`src/rtl/acc_pkg.sv`:
```
// Package: shared widths, operation codes, sequencer states and stop reasons
// for the accumulator core. Assumes a 24-bit word with an 8-bit long opcode.
package acc_pkg;
    localparam int WORD_W_DEF = 24;
    localparam int ADDR_W_DEF = 20;
    localparam int MAJOR_W    = 4;
    localparam int MINOR_W    = 8;

    localparam logic [1:0] STOP_HALT    = 2'd0;
    localparam logic [1:0] STOP_ILLEGAL = 2'd1;
    localparam logic [1:0] STOP_WRAP    = 2'd2;

    typedef enum logic [4:0] {
        OP_LDC, OP_LDV, OP_STV, OP_ADD, OP_AND, OP_OR, OP_XOR, OP_EQL,
        OP_JMP, OP_JMN, OP_LDIV, OP_STIV, OP_CALL, OP_LDVR, OP_STVR,
        OP_HALT, OP_NOT, OP_RAR, OP_RET, OP_LDSP, OP_STSP, OP_LDFP,
        OP_STFP, OP_LDRA, OP_STRA, OP_ADC, OP_BAD
    } op_e;

    typedef enum logic [2:0] {
        ST_FETCH, ST_LOAD, ST_EXEC, ST_PTR, ST_DATA, ST_STOP
    } state_e;
endpackage

```
`src/rtl/acc_decode.sv`:
```
// Module: acc_decode
// Maps the top byte of an instruction word to an operation. The top nibble
// is the opcode unless it is all ones, in which case the whole byte is.
// Assumes a valid byte; unused long codes come out as OP_BAD.
module acc_decode import acc_pkg::*; (
    input  logic [MINOR_W-1:0] code,
    output op_e                op
);
    localparam int LOW_W = MINOR_W - MAJOR_W;

    // Two-level decode: short opcodes first, then the 0xF-prefixed group.
    always_comb begin
        case (code[MINOR_W-1 -: MAJOR_W])
            4'h0: op = OP_LDC;
            4'h1: op = OP_LDV;
            4'h2: op = OP_STV;
            4'h3: op = OP_ADD;
            4'h4: op = OP_AND;
            4'h5: op = OP_OR;
            4'h6: op = OP_XOR;
            4'h7: op = OP_EQL;
            4'h8: op = OP_JMP;
            4'h9: op = OP_JMN;
            4'hA: op = OP_LDIV;
            4'hB: op = OP_STIV;
            4'hC: op = OP_CALL;
            4'hD: op = OP_LDVR;
            4'hE: op = OP_STVR;
            default: begin
                case (code[LOW_W-1:0])
                    4'h0: op = OP_HALT;
                    4'h1: op = OP_NOT;
                    4'h2: op = OP_RAR;
                    4'h3: op = OP_RET;
                    4'h4: op = OP_LDSP;
                    4'h5: op = OP_STSP;
                    4'h6: op = OP_LDFP;
                    4'h7: op = OP_STFP;
                    4'h8: op = OP_LDRA;
                    4'h9: op = OP_STRA;
                    4'hA: op = OP_ADC;
                    default: op = OP_BAD;
                endcase
            end
        endcase
    end
endmodule

```
`src/rtl/acc_alu.sv`:
```
// Module: acc_alu
// Computes the new accumulator value for constant, memory and register-only
// operations. Purely combinational; the caller selects when to use it.
// Assumes mval holds the memory word only for operations that read one.
module acc_alu import acc_pkg::*; #(
    parameter  int WORD_W  = WORD_W_DEF,
    parameter  int ADDR_W  = ADDR_W_DEF,
    localparam int SHORT_W = WORD_W - MINOR_W
) (
    input  op_e               op,
    input  logic [WORD_W-1:0] acc,
    input  logic [WORD_W-1:0] mval,
    input  logic [ADDR_W-1:0] konst,
    input  logic [SHORT_W-1:0] short_imm,
    output logic [WORD_W-1:0] y
);
    // Result selection per operation.
    always_comb begin
        case (op)
            OP_LDC:  y = {{(WORD_W-ADDR_W){1'b0}}, konst};
            OP_LDV, OP_LDIV, OP_LDVR: y = mval;
            OP_ADD:  y = acc + mval;
            OP_AND:  y = acc & mval;
            OP_OR:   y = acc | mval;
            OP_XOR:  y = acc ^ mval;
            OP_EQL:  y = (acc == mval) ? '1 : '0;
            OP_NOT:  y = ~acc;
            OP_RAR:  y = {acc[0], acc[WORD_W-1:1]};
            OP_ADC:  y = acc + {{(WORD_W-SHORT_W){short_imm[SHORT_W-1]}}, short_imm};
            default: y = acc;
        endcase
    end
endmodule

```
`src/rtl/acc_core.sv`:
```
// Module: acc_core (top)
// Multicycle accumulator processor. Each instruction takes fetch, load and
// execute cycles, plus pointer and data cycles when it reads memory. Assumes
// a synchronous memory returning read data one edge after the address.
module acc_core import acc_pkg::*; #(
    parameter  int WORD_W  = WORD_W_DEF,
    parameter  int ADDR_W  = ADDR_W_DEF,
    localparam int SHORT_W = WORD_W - MINOR_W
) (
    input  logic              clk,
    input  logic              rst_n,
    output logic [ADDR_W-1:0] mem_addr,
    output logic [WORD_W-1:0] mem_wdata,
    output logic              mem_we,
    input  logic [WORD_W-1:0] mem_rdata,
    output logic              halted,
    output logic [1:0]        halt_reason
);
    state_e            state, st_nxt;
    logic [WORD_W-1:0] ir, acc, ra, sp, fp;
    logic [ADDR_W-1:0] iar, iar_inc, operand, rel_addr, jmp_tgt;
    logic [1:0]        reason, stop_code;
    logic [WORD_W-1:0] alu_y, acc_nxt;
    logic              fin, jmp_en, acc_we, stop_en;
    op_e               op;

    assign operand  = ir[ADDR_W-1:0];
    assign rel_addr = sp[ADDR_W-1:0] + operand;
    assign iar_inc  = iar + 1'b1;
    assign halted      = (state == ST_STOP);
    assign halt_reason = reason;

    acc_decode u_dec (
        .code (ir[WORD_W-1 -: MINOR_W]),
        .op   (op)
    );

    acc_alu #(.WORD_W(WORD_W), .ADDR_W(ADDR_W)) u_alu (
        .op        (op),
        .acc       (acc),
        .mval      (mem_rdata),
        .konst     (operand),
        .short_imm (ir[SHORT_W-1:0]),
        .y         (alu_y)
    );

    // Memory request for the current sequencer state.
    always_comb begin
        mem_addr  = iar;
        mem_we    = 1'b0;
        mem_wdata = acc;
        if (state == ST_EXEC) begin
            case (op)
                OP_LDV, OP_ADD, OP_AND, OP_OR, OP_XOR, OP_EQL,
                OP_LDIV, OP_STIV: mem_addr = operand;
                OP_LDVR: mem_addr = rel_addr;
                OP_STV:  begin mem_addr = operand;  mem_we = 1'b1; end
                OP_STVR: begin mem_addr = rel_addr; mem_we = 1'b1; end
                default: mem_addr = iar;
            endcase
        end else if (state == ST_PTR) begin
            mem_addr = mem_rdata[ADDR_W-1:0];
            mem_we   = (op == OP_STIV);
        end
    end

    // Sequencing, retire decision and stop detection.
    always_comb begin
        st_nxt    = state;
        fin       = 1'b0;
        jmp_en    = 1'b0;
        jmp_tgt   = operand;
        acc_we    = 1'b0;
        acc_nxt   = alu_y;
        stop_en   = 1'b0;
        stop_code = STOP_HALT;
        case (state)
            ST_FETCH: st_nxt = ST_LOAD;
            ST_LOAD:  st_nxt = ST_EXEC;
            ST_EXEC: begin
                case (op)
                    OP_BAD:  begin stop_en = 1'b1; stop_code = STOP_ILLEGAL; end
                    OP_HALT: stop_en = 1'b1;
                    OP_LDV, OP_ADD, OP_AND, OP_OR, OP_XOR, OP_EQL,
                    OP_LDVR: st_nxt = ST_DATA;
                    OP_LDIV, OP_STIV: st_nxt = ST_PTR;
                    OP_JMP, OP_CALL: begin fin = 1'b1; jmp_en = 1'b1; end
                    OP_JMN:  begin fin = 1'b1; jmp_en = acc[WORD_W-1]; end
                    OP_RET:  begin fin = 1'b1; jmp_en = 1'b1; jmp_tgt = ra[ADDR_W-1:0]; end
                    OP_LDSP: begin fin = 1'b1; acc_we = 1'b1; acc_nxt = sp; end
                    OP_LDFP: begin fin = 1'b1; acc_we = 1'b1; acc_nxt = fp; end
                    OP_LDRA: begin fin = 1'b1; acc_we = 1'b1; acc_nxt = ra; end
                    OP_LDC, OP_NOT, OP_RAR, OP_ADC: begin fin = 1'b1; acc_we = 1'b1; end
                    default: fin = 1'b1;
                endcase
            end
            ST_PTR: begin
                if (op == OP_STIV) fin = 1'b1;
                else               st_nxt = ST_DATA;
            end
            ST_DATA: begin fin = 1'b1; acc_we = 1'b1; end
            default: st_nxt = ST_STOP;
        endcase
        if (fin) begin
            if (jmp_en) st_nxt = ST_FETCH;
            else if (iar == '1) begin stop_en = 1'b1; stop_code = STOP_WRAP; end
            else st_nxt = ST_FETCH;
        end
        if (stop_en) st_nxt = ST_STOP;
    end

    // Register updates with synchronous active-low reset.
    always_ff @(posedge clk) begin
        if (!rst_n) begin
            state  <= ST_FETCH;
            ir     <= '0;
            acc    <= '0;
            iar    <= '0;
            ra     <= '0;
            sp     <= '0;
            fp     <= '0;
            reason <= STOP_HALT;
        end else begin
            state <= st_nxt;
            if (state == ST_LOAD) ir <= mem_rdata;
            if (acc_we) acc <= acc_nxt;
            if (state == ST_EXEC) begin
                case (op)
                    OP_STSP: sp <= acc;
                    OP_STFP: fp <= acc;
                    OP_STRA: ra <= acc;
                    OP_CALL: ra <= {{(WORD_W-ADDR_W){1'b0}}, iar_inc};
                    default: ;
                endcase
            end
            if (fin && !stop_en) iar <= jmp_en ? jmp_tgt : iar_inc;
            if (stop_en) reason <= stop_code;
        end
    end
endmodule

```
`config.mk`:
```
export PLATFORM = sky130hd
export DESIGN_NAME = acc_core
export DESIGN_NICKNAME = d
export VERILOG_FILES = /design/src/rtl/acc_pkg.sv /design/src/rtl/acc_decode.sv /design/src/rtl/acc_alu.sv /design/src/rtl/acc_core.sv
export SDC_FILE = /design/constraint.sdc
export NUM_CORES = 1
export LEC_CHECK = 0
export BUFFER_PORTS_ARGS = -buffer_cell sky130_fd_sc_hd__buf_2
export CAP_MARGIN = 20
export CORE_ASPECT_RATIO = 1.25
export CORE_MARGIN = 3
export CORE_UTILIZATION = 58
export CTS_BUF_LIST = sky130_fd_sc_hd__clkbuf_8
export DETAILED_ROUTE_END_ITERATION = 8
export PLACE_DENSITY = 0.79
export SYNTH_ARGS = -nofsm -noshare
export SYNTH_HDL_FRONTEND = slang
export SYNTH_HIERARCHICAL = 1
export SYNTH_SLANG_ARGS = --single-unit
```
`constraint.sdc`:
```
create_clock -name clk -period 4.7 [get_ports clk]
set_input_delay 0.94 -clock clk [delete_from_list [all_inputs] [get_ports clk]]
set_output_delay 0.94 -clock clk [all_outputs]
set_load 0.03 [all_outputs]
```
Yosys cells after proc, flatten, opt, wreduce, memory -nomap -nowiden:

Memories as Yosys holds them, arrays and structs flattened. A register that Yosys moved wholly into a read port is not among the register bits.
Index checks and enable logic that the tools add are counted.

* register bits after elaboration: 145
* latch bits: 0
* bits in writable memories: 0
* ROM bits: 80
* memories kept: 1

Memory list
* (no name shown): depth 16, width 5, read ports 1, clocked after Yosys merged registers in 1, write ports 0, RTL line acc_decode.sv:30 `case (code[LOW_W-1:0])`

* $add $sub $neg: 4
* multiply operators: 0
* divide/modulo/power cells: 0
* magnitude comparators: 0
* equality and inequality tests: 47
* shift operators: 0
* mux-type cells: 41
* bitwise logic cells: 5
* reduce and logical (&&, ||, !) cells: 20

Operators with widths (count)
* one-hot mux 24 bit (10 select lines): 1
* two-way mux 20 bit: 5
* one-hot mux 5 bit (15 select lines): 1
* one-hot mux 24 bit (3 select lines): 1
* == test 5 bit (second input constant): 11
* adder 24 bit: 2
* two-way mux 24 bit: 2
* one-hot mux 24 bit (2 select lines): 1
* == test 5 x 4 -> 1 bit (second input constant): 8
* one-hot mux 20 bit (2 select lines): 1
* == test 4 bit (second input constant): 7
* bitwise AND 24 bit: 1
* == test 24 bit: 1
* inverter 24 bit: 1
* bitwise OR 24 bit: 1
* XOR 24 bit: 1
* adder 20 x 1 -> 20 bit (second input constant): 1
* adder 20 bit: 1
* == test 20 bit (second input constant): 1
* == test 5 x 3 -> 1 bit (second input constant): 4
* == test 4 x 3 -> 1 bit (second input constant): 4
* two-way mux 3 bit: 5
* one-hot mux 3 bit (5 select lines): 1
* two-way mux 1 bit: 14
* other kinds (25): 41

Longest topological paths before layout:

* depth in word-level cells: 11
* gate-level depth with buffers: 24

By module:

The synthesis kept the hierarchy.

By module, submodules not included
* acc_core: instances 1, cells an instance 1214, area each 9011.1 um^2, sequential area each 2902.8 um^2
* acc_alu: instances 1, cells an instance 577, area each 4072.7 um^2, sequential area each 0.0 um^2
* acc_decode: instances 1, cells an instance 23, area each 157.7 um^2, sequential area each 0.0 um^2

Least setup slack after synthesis:

OpenSTA, ideal clock, no wires.

* path type: reg-to-reg
* from: register ir[16] (netlist name)
* to: register acc[22] (netlist: mem_wdata[22])
* setup time: 128 ps
* arrival time: 4916 ps
* slack: -344 ps
* stages on the path, launching flop included: 24
* path buffers: 3
* clock period less this slack: 5044 ps
* cells stage by stage: dfxtp_1 -> inv_1 -> ha_1 -> and4_2 -> a21boi_0 -> buf_4 -> or3_1 -> buf_2 -> buf_1 -> mux2_2 -> ha_1 -> inv_1 -> fa_1 -> nor2b_1 -> o31ai_2 -> a21oi_1 -> o2111ai_1 -> a21oi_1 -> a211o_1 -> a211o_1 -> nand2_1 -> o21ai_0 -> mux2i_1 -> nor2_1

RTL lines
* end signal: assignment: RTL line acc_core.sv:126 `if (acc_we) acc <= acc_nxt;`
* end: declaration: RTL line acc_core.sv:20 `logic [WORD_W-1:0] ir, acc, ra, sp, fp;`

==> run summary <==
=================================================================================================================
Reg2Reg Setup Slack                                                                                        180 ps
Areal power density over the cells                                                                     423 mW/mm²
Complex-gate fraction of the synthesized area                                                               30.4%
Detailed-route vias per instance                                                                             7.07
CTS tree                                                                                                    built
Starting utilization of the core area                                                                       59.2%
Detailed-route wire length                                                                                54.5 mm
Largest fanout on the critical path                                                                            36
Number of sinks driven by the clock tree                                                                      145
Number of global-route vias before repair                                                                   13906
CP Launch Type                                                                                           register
Cell depth of the worst flop-to-flop path                                                                      20
Signal arrival time at the worst endpoint                                                                 3660 ps
# placed instances                                                                                           2105
Leak pwr                                                                                                  5.52 nW
Startpoint of the most critical hold path                                                                   fp[1]
Post-detail-place hpwl                                                                                    40.0 mm
Clock-pin slew of the registers on the worst-case setup and hold paths                                     110 ps
Overall Global Routing Usage                                                                                42.4%
Portion of synthesized cell area occupied by the leading cell type                                          21.9%
Final-report hold violation count                                                                               0
Post-route ant nets                                                                                             0
Final critical path time including I/O delays and setup                                                   4600 ps
Fraction of final layout cells with drive strength greater than 1                                           13.8%
Post-synth top area cell                                                                             sky130_fd_sc_hd__dfxtp_1
Max-slew headroom                                                                                           29.4%
MaxCap Viol Count                                                                                               0
Number of different library cells in the post-synthesis netlist                                               106
Kind of cell adding the most delay to the critical path                                              compound AO/OA/AOI/OAI gates
Synth async-reset ratio                                                                                        0%
Post-synthesis cell area                                                                               0.0132 mm²
Required time reported for the critical path endpoint                                                     3760 ps
Largest net degree at the start of global routing                                                              73
Wire length per cell                                                                                      25.5 µm
Number of flops mapped to enable cells by yosys                                                                 0
Setup repair after global routing missed its margin                                                           yes
Clock Root Buffer                                                                                    sky130_fd_sc_hd__clkbuf_8
Kind of end point of the critical path                                                                output port
Cell at the slowest stage of the critical path                                                       sky130_fd_sc_hd__nor2_2
IO Port Bufs                                                                                                   73
Hold buffer count at CTS                                                                                        0
Site row count                                                                                                 61
Final critical-path share of the clock period                                                               97.9%
Final Instance Count excl. Fillers                                                                           2139
Arithmetic-cell share of the synthesized area counting full adders, half adders and majority gates          9.18%
Source-to-sink clock delay at the later pin of the worst-skew pair                                         500 ps
Multiplexer area fraction after synthesis                                                                   4.55%
Max-slew violations                                                                                             0
CTS-repair resized insts                                                                                        0
Worst Tran Pin Value                                                                                      1060 ps
Max VDD drop                                                                                           0.000273 V
Terminus of the critical flop-to-flop path                                                           mem_wdata[19]
Run status                                                                                           finished, final reports clean
Clock buffers created by TritonCTS                                                                             17
Top cells by area, synth                                                                             sky130_fd_sc_hd__dfxtp_1 22%, sky130_fd_sc_hd__ha_1 8.9%, sky130_fd_sc_hd__nand2_1 8.7%
Share of the core filled with cells in the final layout                                                     64.3%
Wire length of the first global-routing pass                                                              81.8 mm
DIE AREA                                                                                               0.0247 mm²
Hold WC Path Type                                                                                      reg -> reg
Weighted congestion reported at the end of routability-driven placement                                      1.03
Overflow left after global routing                                                                              0
Placeable core area                                                                                    0.0224 mm²
Number of buffers inserted by post-CTS setup repair                                                             0
Antenna diode count                                                                                             0
Most frequently used flop master after synthesis                                                     sky130_fd_sc_hd__dfxtp_1
Worst r2r src                                                                                              ir[17]
Yosys reg bits                                                                                                145
Share of synthesized area occupied by flip-flops and latches                                                21.9%
Peak clock frequency supported by timing                                                                0.217 GHz
Worst path bufs/invs                                                                                            4
Setup violations, final                                                                                         0
Initial antenna violation count                                                                                 1
Cell depth of the worst hold path                                                                               2
Worst path max stage delay                                                                                 450 ps
Buffer levels on the longest clock path                                                                         2
Synth Area in Simple Gates                                                                                  24.1%
DRC violation count after routing                                                                               0
Cell-by-cell trace of the critical path                                                              inv_1, ha_1, and2b_1, o41a_1, buf_4, o21bai_1, a21oi_2, buf_4, nor2_2, a211o_1, o21ai_0, o21ai_0, buf_2
Die width                                                                                                  141 µm
Area added between synthesis and finish                                                                     8.62%
I/O pin count                                                                                                  74
DR vias                                                                                                     15128
Count of H-tree levels built during CTS                                                                         4
Hold Crit Endpoint                                                                                          fp[1]
Parity-gate share of the synthesized area counting xor and xnor cells                                       2.64%
Initial DRC Count                                                                                            2175
Post-Synthesis Cells                                                                                         1814
Post-Synthesis Net Count                                                                                     1936
Clock tree skew after final layout                                                                        32.7 ps
Die height                                                                                                 175 µm
Startpoint-to-endpoint class of the critical path                                                      reg -> out
Detailed Routing Iterations Pass 1                                                                              7
Nets                                                                                                         1965
Layout fillers                                                                                               2076
Dominant combinational cell family by area after synthesis                                           compound AO/OA/AOI/OAI gates
Count of synthesis-stage warnings from yosys                                                                    6
Average instance area after synthesis                                                                    7.30 µm²
=================================================================================================================
[Yosys cell counts, types with 7 or more instances]
cell type                   instances
sky130_fd_sc_hd__o21ai_0          103
sky130_fd_sc_hd__nand2_1          308
sky130_fd_sc_hd__a222oi_1          33
sky130_fd_sc_hd__o21ai_1           33
sky130_fd_sc_hd__buf_6              8
sky130_fd_sc_hd__ha_1              94
sky130_fd_sc_hd__nor3b_1           10
sky130_fd_sc_hd__inv_1             68
sky130_fd_sc_hd__and2_1             7
sky130_fd_sc_hd__mux2i_1           40
sky130_fd_sc_hd__nor2b_1           17
sky130_fd_sc_hd__nand3b_1          11
sky130_fd_sc_hd__o21a_1            10
sky130_fd_sc_hd__a221oi_1          21
sky130_fd_sc_hd__nand3_1           66
sky130_fd_sc_hd__nor3_1            25
sky130_fd_sc_hd__dfxtp_1          145
sky130_fd_sc_hd__o211ai_1          10
sky130_fd_sc_hd__a211o_1           13
sky130_fd_sc_hd__xnor2_1           23
sky130_fd_sc_hd__xor2_1            15
sky130_fd_sc_hd__and3_1            16
sky130_fd_sc_hd__nand4_1           12
sky130_fd_sc_hd__a211oi_1          21
sky130_fd_sc_hd__a31oi_1           18
sky130_fd_sc_hd__nor4_1             9
sky130_fd_sc_hd__or3_1              9
sky130_fd_sc_hd__clkbuf_1          60
sky130_fd_sc_hd__a21o_1            32
sky130_fd_sc_hd__buf_4             10
sky130_fd_sc_hd__buf_2             52
sky130_fd_sc_hd__o22ai_1           17
sky130_fd_sc_hd__nor2_1           117
sky130_fd_sc_hd__mux2_2            18
sky130_fd_sc_hd__o2111ai_1          8
sky130_fd_sc_hd__nand2b_1          10
sky130_fd_sc_hd__a21oi_1          186
sky130_fd_sc_hd__a22oi_1           22
[state kept, by name, indices dropped and copies added (netlist names)]
signal	cells
state	3
ir	24
ra	24
halt_reason	2
fp	24
sp	24
iar	20
mem_wdata	24
[final cells by class]
| cell class | count | area [µm²] | area share (%) |
|---|---|---|---|
| clock inverter | 15 | 185 | 1.29 |
| multi-input combinational | 1460 | 9470 | 65.9 |
| timing repair buffer | 148 | 963 | 6.70 |
| sequential | 145 | 2900 | 20.2 |
| clock buffer | 17 | 234 | 1.63 |
| inverter | 71 | 269 | 1.87 |
| tap | 283 | 354 | 2.46 |
[worst max-delay path by stage]
stage	startpoint	slack, ps	cells past startpoint	endpoint
global placement	ir[16]	70	20	mem_wdata[22]
floorplan	ir[16]	20	24	mem_wdata[22]
detailed placement	ir[17]	30	20	mem_wdata[22]
finish	ir[17]	100	13	mem_addr[2]
CTS	ir[17]	10	20	mem_wdata[22]
global route	ir[17]	-30	19	mem_wdata[21]
[logic make-up after synthesis]
| family | after synthesis |
|---|---|
| flip-flops | 145 |
| XOR/XNOR | 39 |
| AND/OR/NAND/NOR | 663 |
| AO/OA/AOI/OAI | 604 |
| multiplexers | 58 |
| adder cells (fa/ha/maj) | 96 |
| buffers and inverters | 209 |
[stage by stage]
stage / area (µm²) / power [mW] / worst slack (ps) / TNS [ps] / hold WS (ps)
after floorplan: 13200 / 3.82 / 21.7 / 0 / 436
after global placement: 13900 / 4.82 / 74.0 / 0 / 441
after detailed placement: 13900 / 4.86 / 28.7 / 0 / 446
after CTS: 14300 / 5.91 / 14.7 / 0 / 460
after global routing: 14400 / 6.35 / -25.2 / -44.8 / 472
final: 14400 / 6.08 / 96.6 / 0 / 462
[cells in the final DEF, fill, tap and decap left out, types with 17 or more instances in the layout]
master                     count
sky130_fd_sc_hd__a211oi_1     21
sky130_fd_sc_hd__a21o_1       32
sky130_fd_sc_hd__a21oi_1     185
sky130_fd_sc_hd__a221oi_1     21
sky130_fd_sc_hd__a222oi_1     33
sky130_fd_sc_hd__a22oi_1      22
sky130_fd_sc_hd__a31oi_1      17
sky130_fd_sc_hd__buf_2        73
sky130_fd_sc_hd__buf_4        71
sky130_fd_sc_hd__clkbuf_8     17
sky130_fd_sc_hd__dfxtp_1     145
sky130_fd_sc_hd__ha_1         94
sky130_fd_sc_hd__inv_1        68
sky130_fd_sc_hd__mux2_2       18
sky130_fd_sc_hd__mux2i_1      40
sky130_fd_sc_hd__nand2_1     308
sky130_fd_sc_hd__nand3_1      66
sky130_fd_sc_hd__nor2_1      117
sky130_fd_sc_hd__nor3_1       24
sky130_fd_sc_hd__o21ai_0     103
sky130_fd_sc_hd__o21ai_1      33
sky130_fd_sc_hd__o22ai_1      17
sky130_fd_sc_hd__xnor2_1      23
[power breakdown]
group / internal (mW) / leakage [nW] / switching, mW
Combinational: 1.15 / 4.14 / 2.33
Clock: 0.410 / 0.206 / 0.660
Sequential: 1.33 / 1.17 / 0.206
Total: 2.89 / 5.52 / 3.19
[metal layers]
layer / GRT usage [%] / vias up / routed length [µm]
met1: 51.9 / 7059 / 19600
li1: - / 6687 / -
met4: 30.9 / 2 / 4800
met2: 66.3 / 1080 / 24100
met3: 7.94 / 300 / 5960
met5: 0 / - / 12
[tightest hold or removal path: cells and delay by family (launching register included)]
family / cells / cell delay [ps]
AOI/OAI and AO/OA: 1 / 50
DFF: 1 / 320
and+or+nand+nor: 1 / 50
(Power assumes the default switching activity.)
